<file path="config.mk">
export PLATFORM = sky130hd
export DESIGN_NAME = diff_clk_stop_ctrl
export DESIGN_NICKNAME = d
export VERILOG_FILES = /design/src/rtl/dcs_pkg.sv /design/src/rtl/dcs_req_filter.sv /design/src/rtl/dcs_stop_map.sv /design/src/rtl/dcs_lane_gate.sv /design/src/rtl/diff_clk_stop_ctrl.sv
export SDC_FILE = /design/constraint.sdc
export NUM_CORES = 1
export LEC_CHECK = 0
export BUFFER_PORTS_ARGS = -buffer_cell sky130_fd_sc_hd__buf_2
export CAP_MARGIN = 20
export CORE_MARGIN = 2
export CORE_UTILIZATION = 45
export CTS_CLUSTER_DIAMETER = 120
export CTS_CLUSTER_SIZE = 8
export DETAILED_ROUTE_END_ITERATION = 12
export PLACE_DENSITY = 0.77
export SYNTH_ARGS = -nofsm -noshare
export SYNTH_HDL_FRONTEND = slang
export SYNTH_SLANG_ARGS = --single-unit
</file>
<file path="constraint.sdc">
create_clock -name clk_i -period 1.3 [get_ports clk_i]
set_input_delay 0.13 -clock clk_i [delete_from_list [all_inputs] [get_ports clk_i]]
set_output_delay 0.13 -clock clk_i [all_outputs]
set_load 0.01 [all_outputs]
</file>
<file path="src/rtl/dcs_pkg.sv">
package dcs_pkg;
  typedef enum logic {
    STOP_PARK = 1'b0,
    STOP_HIZ  = 1'b1
  } stop_style_e;

  localparam int unsigned SYNC_DEPTH = 2;
endpackage

</file>
<file path="src/rtl/dcs_req_filter.sv">
module dcs_req_filter
  import dcs_pkg::*;
#(
  parameter int unsigned SYNC_STAGES = SYNC_DEPTH
) (
  input  logic clk_i,
  input  logic rst_ni,
  input  logic req_n_i,
  output logic req_n_o
);
  logic [SYNC_STAGES-1:0] sync_q;
  logic                   hold_q;
  logic                   filt_q;
  logic                   sync_out;

  assign sync_out = sync_q[SYNC_STAGES-1];

  always_ff @(posedge clk_i or negedge rst_ni) begin
    if (!rst_ni) begin
      sync_q <= '1;
      hold_q <= 1'b1;
      filt_q <= 1'b1;
    end else begin
      sync_q <= {sync_q[SYNC_STAGES-2:0], req_n_i};
      hold_q <= sync_out;
      // accept only a level seen on two consecutive edges
      if (sync_out == hold_q) filt_q <= sync_out;
    end
  end

  assign req_n_o = filt_q;
endmodule

</file>
<file path="src/rtl/dcs_stop_map.sv">
module dcs_stop_map #(
  parameter int unsigned NUM_OUT = 6,
  parameter int unsigned NUM_REQ = 2,
  localparam int unsigned MASK_W = NUM_OUT * NUM_REQ
) (
  input  logic [NUM_REQ-1:0] req_n_i,
  input  logic [MASK_W-1:0]  mask_i,
  output logic [NUM_OUT-1:0] stop_o
);
  for (genvar k = 0; k < NUM_OUT; k++) begin : g_lane
    logic [NUM_REQ-1:0] hit;
    for (genvar r = 0; r < NUM_REQ; r++) begin : g_req
      assign hit[r] = req_n_i[r] & mask_i[r*NUM_OUT+k];
    end
    assign stop_o[k] = |hit;
  end
endmodule

</file>
<file path="src/rtl/dcs_lane_gate.sv">
module dcs_lane_gate
  import dcs_pkg::*;
(
  input  logic clk_i,
  input  logic rst_ni,
  input  logic stop_i,
  input  logic en_i,
  input  logic hiz_i,
  output logic clk_t_o,
  output logic clk_c_o,
  output logic drv_en_o,
  output logic run_o
);
  logic        run_q;
  logic        en_q;
  stop_style_e style_q;

  // retime on the falling edge so the gate moves only while clk is low
  always_ff @(negedge clk_i or negedge rst_ni) begin
    if (!rst_ni) begin
      run_q   <= 1'b0;
      en_q    <= 1'b0;
      style_q <= STOP_HIZ;
    end else begin
      run_q   <= ~stop_i;
      en_q    <= en_i;
      style_q <= stop_style_e'(hiz_i);
    end
  end

  always_comb begin
    clk_t_o  = 1'b0;
    clk_c_o  = 1'b0;
    drv_en_o = 1'b0;
    if (en_q) begin
      if (run_q) begin
        clk_t_o  = clk_i;
        clk_c_o  = ~clk_i;
        drv_en_o = 1'b1;
      end else if (style_q == STOP_PARK) begin
        clk_t_o  = 1'b1;
        drv_en_o = 1'b1;
      end
    end
  end

  assign run_o = run_q;
endmodule

</file>
<file path="src/rtl/diff_clk_stop_ctrl.sv">
module diff_clk_stop_ctrl #(
  parameter int unsigned NUM_OUT = 6,
  parameter int unsigned NUM_REQ = 2,
  localparam int unsigned MASK_W = NUM_OUT * NUM_REQ
) (
  input  logic               clk_i,
  input  logic               rst_ni,
  input  logic [NUM_REQ-1:0] req_n_i,
  input  logic [MASK_W-1:0]  stop_mask_i,
  input  logic               park_hiz_i,
  input  logic [NUM_OUT-1:0] out_en_i,
  output logic [NUM_OUT-1:0] clk_t_o,
  output logic [NUM_OUT-1:0] clk_c_o,
  output logic [NUM_OUT-1:0] drv_en_o
);
  logic [NUM_REQ-1:0] req_filt;
  logic [NUM_OUT-1:0] lane_stop;
  logic [NUM_OUT-1:0] lane_run;

  for (genvar r = 0; r < NUM_REQ; r++) begin : g_filt
    dcs_req_filter u_filt (
      .clk_i  (clk_i),
      .rst_ni (rst_ni),
      .req_n_i(req_n_i[r]),
      .req_n_o(req_filt[r])
    );
  end

  dcs_stop_map #(
    .NUM_OUT(NUM_OUT),
    .NUM_REQ(NUM_REQ)
  ) u_map (
    .req_n_i(req_filt),
    .mask_i (stop_mask_i),
    .stop_o (lane_stop)
  );

  for (genvar k = 0; k < NUM_OUT; k++) begin : g_lane
    dcs_lane_gate u_gate (
      .clk_i   (clk_i),
      .rst_ni  (rst_ni),
      .stop_i  (lane_stop[k]),
      .en_i    (out_en_i[k]),
      .hiz_i   (park_hiz_i),
      .clk_t_o (clk_t_o[k]),
      .clk_c_o (clk_c_o[k]),
      .drv_en_o(drv_en_o[k]),
      .run_o   (lane_run[k])
    );
  end
endmodule

</file>
After elaboration in Yosys (flattened, before gate mapping)
Cells that the tools add are included.

RAM bits: 0. Register bits: 21. Bits in read-only memories: 0. Bits in latches: 0. Memories: 0.

Multiplexer cells: 37. Equal/unequal tests: 2. $add $sub $neg: 0. Divide/modulo/power cells: 0. Magnitude comparators: 0. Shift-type cells: 0. Reductions and logical operators: 6. $mul: 0. Bitwise operators: 19.

Operators with widths (number): 1-bit 2-to-1 mux (37); 1-bit bitwise AND (12); 2-bit OR reduction (6); 1-bit inverter (7); 1-bit == test (2).

Longest topological paths before layout
Gate-level depths: netlist (run 1).

Depth after elaboration: 3. Depth in mapped cells: 3. Depth with buffers taken out: 2.

Modules after synthesis
From an unflattened synthesis (run 1), not the netlist that was laid out.

Cells, all modules: 76. Area total of the unflattened synthesis: 983.4 um^2.

By module, submodules not included: dcs_lane_gate (cells an instance 10, instances 6, area an instance 116.4 um^2, seq. area each 76.3 um^2); dcs_req_filter (cells an instance 5, instances 2, area an instance 116.4 um^2, seq. area each 105.1 um^2); dcs_stop_map (cells an instance 6, instances 1, area an instance 52.6 um^2, seq. area each 0.0 um^2).

==> results of run 1 <==
==> layer usage <==
metal	vias up	global-route usage [%]	part of all wire (%)
li1	349	-	-
met1	343	15.5	39
met2	33	26.1	51
met3	6	9.39	7.3
met4	0	19.4	3.3
met5	-	0	0
==> worst max-delay path, delay by kind of cell, from the launching register on <==
kind / cells / cell delay [ps]
flip-flops: 1 / 580
AND/OR/NAND/NOR: 2 / 260
buffers and inverters: 1 / 140
==> cells by family (layout without fill, tap and decap cells) <==
group	after synthesis	after routing	share of synthesized area, %
DFF	21	21	57.7
adders and majority gates	2	2	2.42
AOI/OAI and AO/OA	6	6	4.84
buffers and inverters	19	72	14.9
and+or+nand+nor	30	30	20.2
==> synthesized netlist by cell type <==
master	number
a22oi_1	6
and2_1	6
and3_1	12
buf_4	18
dfrtn_1	12
dfstp_2	9
inv_2	1
maj3_2	2
nand2b_1	12
==> area by class of cell <==
cell class                 count  area, µm²
fill                         150        608
sequential                    21        537
multi-input combinational     38        285
clock buffer                  32        273
timing repair buffer          32        190
clock inverter                 8       35.0
tap                           27       33.8
==> worst min path at each step <==
| stage | endpoint | slack, ps | from |
|---|---|---|---|
| floorplan | g_filt[0].u_filt.hold_q | -20 | rst_ni |
| global placement | g_filt[1].u_filt.sync_q[0] | 230 | req_n_i[1] |
| detailed placement | g_filt[0].u_filt.sync_q[0] | 240 | req_n_i[0] |
| CTS | g_lane[3].u_gate.en_q | 270 | out_en_i[3] |
| global route | g_lane[2].u_gate.en_q | 240 | out_en_i[2] |
| finish | g_filt[1].u_filt.hold_q | 240 | g_filt[1].u_filt.sync_q[1] |
==> sequential cells by signal (all words and copies together), names as in the netlist <==
| signal | cells |
|---|---|
| g_lane.u_gate.run_o | 6 |
| g_lane.u_gate.en_q | 6 |
| g_filt.u_filt.sync_q | 4 |
| g_filt.u_filt.hold_q | 2 |
| g_filt.u_filt.req_n_o | 2 |
| g_lane.u_gate.style_q | 1 |
==> what timing repair did <==
item | CTS | global route
hold endpoints to repair | 10 | 0
gates resized for setup | 5 | 15
pin swaps | 8 | 6
setup endpoints to repair | 54 | 54
hold buffers | 3 | 0
setup buffers | 7 | 7
==> power breakdown <==
group | switching [mW] | internal, mW | total (mW)
logic | 0.0533 | 0.0810 | 0.134
clock network | 0.819 | 1.34 | 2.16
registers | 0.0439 | 0.723 | 0.767
==> through the flow <==
step                instance area (µm²)  total power, mW  setup TNS [ps]  std cells
finish                             1350             3.06          -14560        158
floorplan                           976             1.34           -5620         78
global route                       1350             3.25          -15990        158
detailed placement                 1050             1.28           -6870        128
global placement                   1050             1.27           -6580        128
CTS                                1240             2.47          -13700        151
==> run metrics, run 1 <==
status complete, but fails checks; Worst EP arrival 1900 ps; Critical-path top delay cell dfstp_2; worst-skew pair later-pin latency 570 ps; syn_area_per_cell 11.9 µm²; Crit path required time 1170 ps; Max Fanout on Critical Path 6; dominant cells by area after synthesis dfrtn_1 (32%), dfstp_2 (25%), buf_4 (15%); hpwl dp 1.22 mm; hold crit path type flop to flop; Avg Vias per Cell 4.63; VDD IR max 1160 µV; drt total wl around 2 mm; Starting Density between 40 and 50%; crit path capture drv_en_o[2]; Synth Register Bits 21; DP Worst Slack -418 ps; GP Congestion 0.652; Largest stage delay, worst path 580 ps; initial antenna violation count 0; n_diodes 0; commonest non-fill, non-tap cell in the layout buf_2; Synth top area share 32.3%; gr ovfl total 0; CTS tree built; number of DRC markers in iteration 0 8; largest net degree at the start of global routing 17; cell taking the most area after synthesis dfrtn_1; Cells after Synth a little under 80; gr usage total 17.4%; slew margin rel. between 80 and 90%; vias in the first global route 822; R2R setup slack -450 ps; num rows 16; Worst-path clk slew 40 ps; worst reg2reg startpoint g_filt[0].u_filt.req_n_o; Worst Max-Slew Pin Slew ~190 ps; Die ar. approximately 2400 µm²; Die Span Y between 40 and 50 µm; Leak Pwr approximately 0.70 nW; Final Max Slew Viols 0; Final Hold Slack 244 ps; RSZ-0062 raised after global routing true; drt first pass iters 2; Post-DRT Antenna Nets 0; Hold Path Stages 0; core area a little under 2000 µm²; Post-Syn Nets roughly 100; Max-Cap Viols 0; YS warnings 0; worst path cell trace nand2b_1 > and2_1 > buf_2; fraction of layout cells with a size suffix above 1 65.6%; Final Setup Violations 54; first-pass GRT wire length 3.07 mm; failing checks setup timing; Layout Nets around 160; Synth-to-Final Area Change 45.4%; Worst Setup SP g_lane[5].u_gate.style_q; crit start category flop; R2R Path End g_lane[2].u_gate.run_o; setup ws final -731 ps; Die W 49.5 µm; Routed wire per std cell 12.7 µm; Remaining DRCs 0; final worst clock skew a little over 200 ps; kind of critical path flop to output port; Synth cell types 9; most frequent cells in the layout buf_2 (38), nand2b_1 (12), dfrtn_1 (12); synthesized area 931 µm²; Fin. Hold Viols 0; Port Buffers 40; Final Core Density about 69%; Seq/Total Area, Yosys 57.7%; PwrDens 2260 nW/µm²; Crit. End Element output port; FF-to-FF path depth 1; via count 731; Top Ports 41
No activity file was read; power rests on OpenSTA's default activity.
==> inputs of run 2 (changes only) <==
--- a/config.mk
+++ b/config.mk
@@ -12,7 +12,7 @@
 export CTS_CLUSTER_DIAMETER = 120
 export CTS_CLUSTER_SIZE = 8
 export DETAILED_ROUTE_END_ITERATION = 12
-export PLACE_DENSITY = 0.77
+export PLACE_DENSITY = 0.85
 export SYNTH_ARGS = -nofsm -noshare
 export SYNTH_HDL_FRONTEND = slang
 export SYNTH_SLANG_ARGS = --single-unit
==> run 2 against run 1 <==
Effect of this change:
- the flow still finishes with violations (setup timing)
- non-clock buffer count is 1 higher
- critical path depth unchanged
- flip-flop and latch count is the same
- clock skew decreased by 200 ps
- power shrank 30%
- die area is the same
- hold slack improved by 11 ps
- core utilization down 7.2 points
- combinational power hardly changed
- final area is 10% lower
- routed wire length is 20% lower
- critical endpoint is now drv_en_o[5]
==> run metrics, run 2 (synthesis gave the netlist of run 1 again) <==
initial antenna violation count 0; drt total wl 1.60 mm; status complete, but fails checks; fraction of layout cells with a size suffix above 1 60.5%; Starting Density between 40 and 50%; Fillers 176; Remaining DRCs 0; Crit path required time 1170 ps; commonest non-fill, non-tap cell in the layout buf_2; Max Fanout on Critical Path 6; Crit. End Element output port; cell depth of the worst setup path 3; drt first pass iters 2; n_diodes 0; first-pass GRT wire length 2.57 mm; worst path cell trace nand2b_1 > and2_1 > buf_2; GP Congestion 0.635; slew margin rel. 86.5%; multi-input logic area roughly 280 µm²; RSZ-0062 raised after global routing true; Final Hold Slack 255 ps; setup ws final -910 ps; setup tns final -16180 ps; VDD IR max approximately 1300 µV; Synth-to-Final Area Change 30.2%; hpwl dp 1.16 mm; gr usage total 14.9%; core area 1960 µm²; Post-DRT Antenna Nets 0; gr ovfl total 0; Sequential Area 537 µm²; CTS tree built; Die Span Y roughly 50 µm; Max-Cap Viols 0; total power draw roughly 2.1 mW; vias in the first global route 786; family with the most delay on the worst path flip-flops; Final Setup Violations 54; Port Buffers 40; Critical-path top delay cell dfstp_2; kind of critical path flop to output port; Die W 49.5 µm; Largest stage delay, worst path 580 ps; Fin. Hold Viols 0; FF-to-FF path depth 1; hold crit path type primary input to async pin; worst-skew pair later-pin latency about 440 ps; failing checks setup timing; Worst EP arrival between 2000 and 2500 ps; Routed wire per std cell 11.0 µm; Layout Nets 143; num rows 16; number of DRC markers in iteration 0 3; Die ar. 2450 µm²; Avg Vias per Cell between 4 and 5; Leak Pwr between 0.6 and 0.7 nW; Worst-path clk slew 160 ps; Final Max Slew Viols 0; Worst Max-Slew Pin Slew around 200 ps; Final Core Density 61.8%; via count around 660; DP Worst Slack -399 ps; PwrDens 1770 nW/µm²; crit start category flop; Worst Path Buf+Inv 1; Top Ports 41; largest net degree at the start of global routing 16; most frequent cells in the layout buf_2 (40), nand2b_1 (12), and3_1 (12), dfrtn_1 (12), dfstp_2 (9); final worst clock skew 5.85 ps
## run 2: cell count changes in the layout (fill, tap and decap cells not counted), sizes merged
| cell | before | now |
|---|---|---|
| buf | 56 | 42 |
| bufinv | 0 | 1 |
| clkbuf | 5 | 7 |
| clkinv | 1 | 0 |
## run 2: final cells by class
type                    instances  share of cell area (%)
flip-flops and latches         21                    44.3
clock buffers                  19                    9.29
multi-input cells              38                    22.7
clock inverters                 8                    4.64
well taps                      27                    2.79
repair buffers                 33                    16.3
## run 2: stage by stage
step / cells / area [µm²]
after CTS: 146 / 1200
after global routing: 146 / 1210
after global placement: 128 / 1050
final: 146 / 1210
after detailed placement: 128 / 1050
after floorplan: 78 / 976
## run 2: final timing paths
kind	from	endpoint	slack, ps
max in group asynchronous	rst_ni	g_lane[0].u_gate.en_q	370
worst min register to register	g_filt[0].u_filt.sync_q[0]	g_filt[0].u_filt.sync_q[1]	370
worst min-delay path	rst_ni	g_filt[0].u_filt.sync_q[0]	260
worst max-delay path	g_lane[5].u_gate.style_q	drv_en_o[5]	-910
worst max register to register	g_filt[0].u_filt.req_n_o	g_lane[0].u_gate.run_o	-280
min in group clk_i	out_en_i[5]	g_lane[5].u_gate.en_q	300
## run 2: power by group
part | leakage (nW) | internal, mW | total, mW | switching, mW
logic | 0.189 | 0.0848 | 0.137 | 0.0521
registers | 0.232 | 0.720 | 0.763 | 0.0428
clock network | 0.213 | 0.707 | 1.25 | 0.540
## run 2: metal layers
metal	vias to the layer above	wire [µm]	GRT usage, %
li1	326	-	-
met1	303	524	12.0
met2	30	930	22.3
met3	0	147	10.6
met4	0	0	16.2
met5	-	0	0
## run 2: repair_timing
item,in CTS,in global routing
hold endpoints to repair,10,0
hold buffers,3,0
pin swaps,8,3
gates resized for setup,2,2
setup buffers,1,0
setup endpoints to repair,54,54
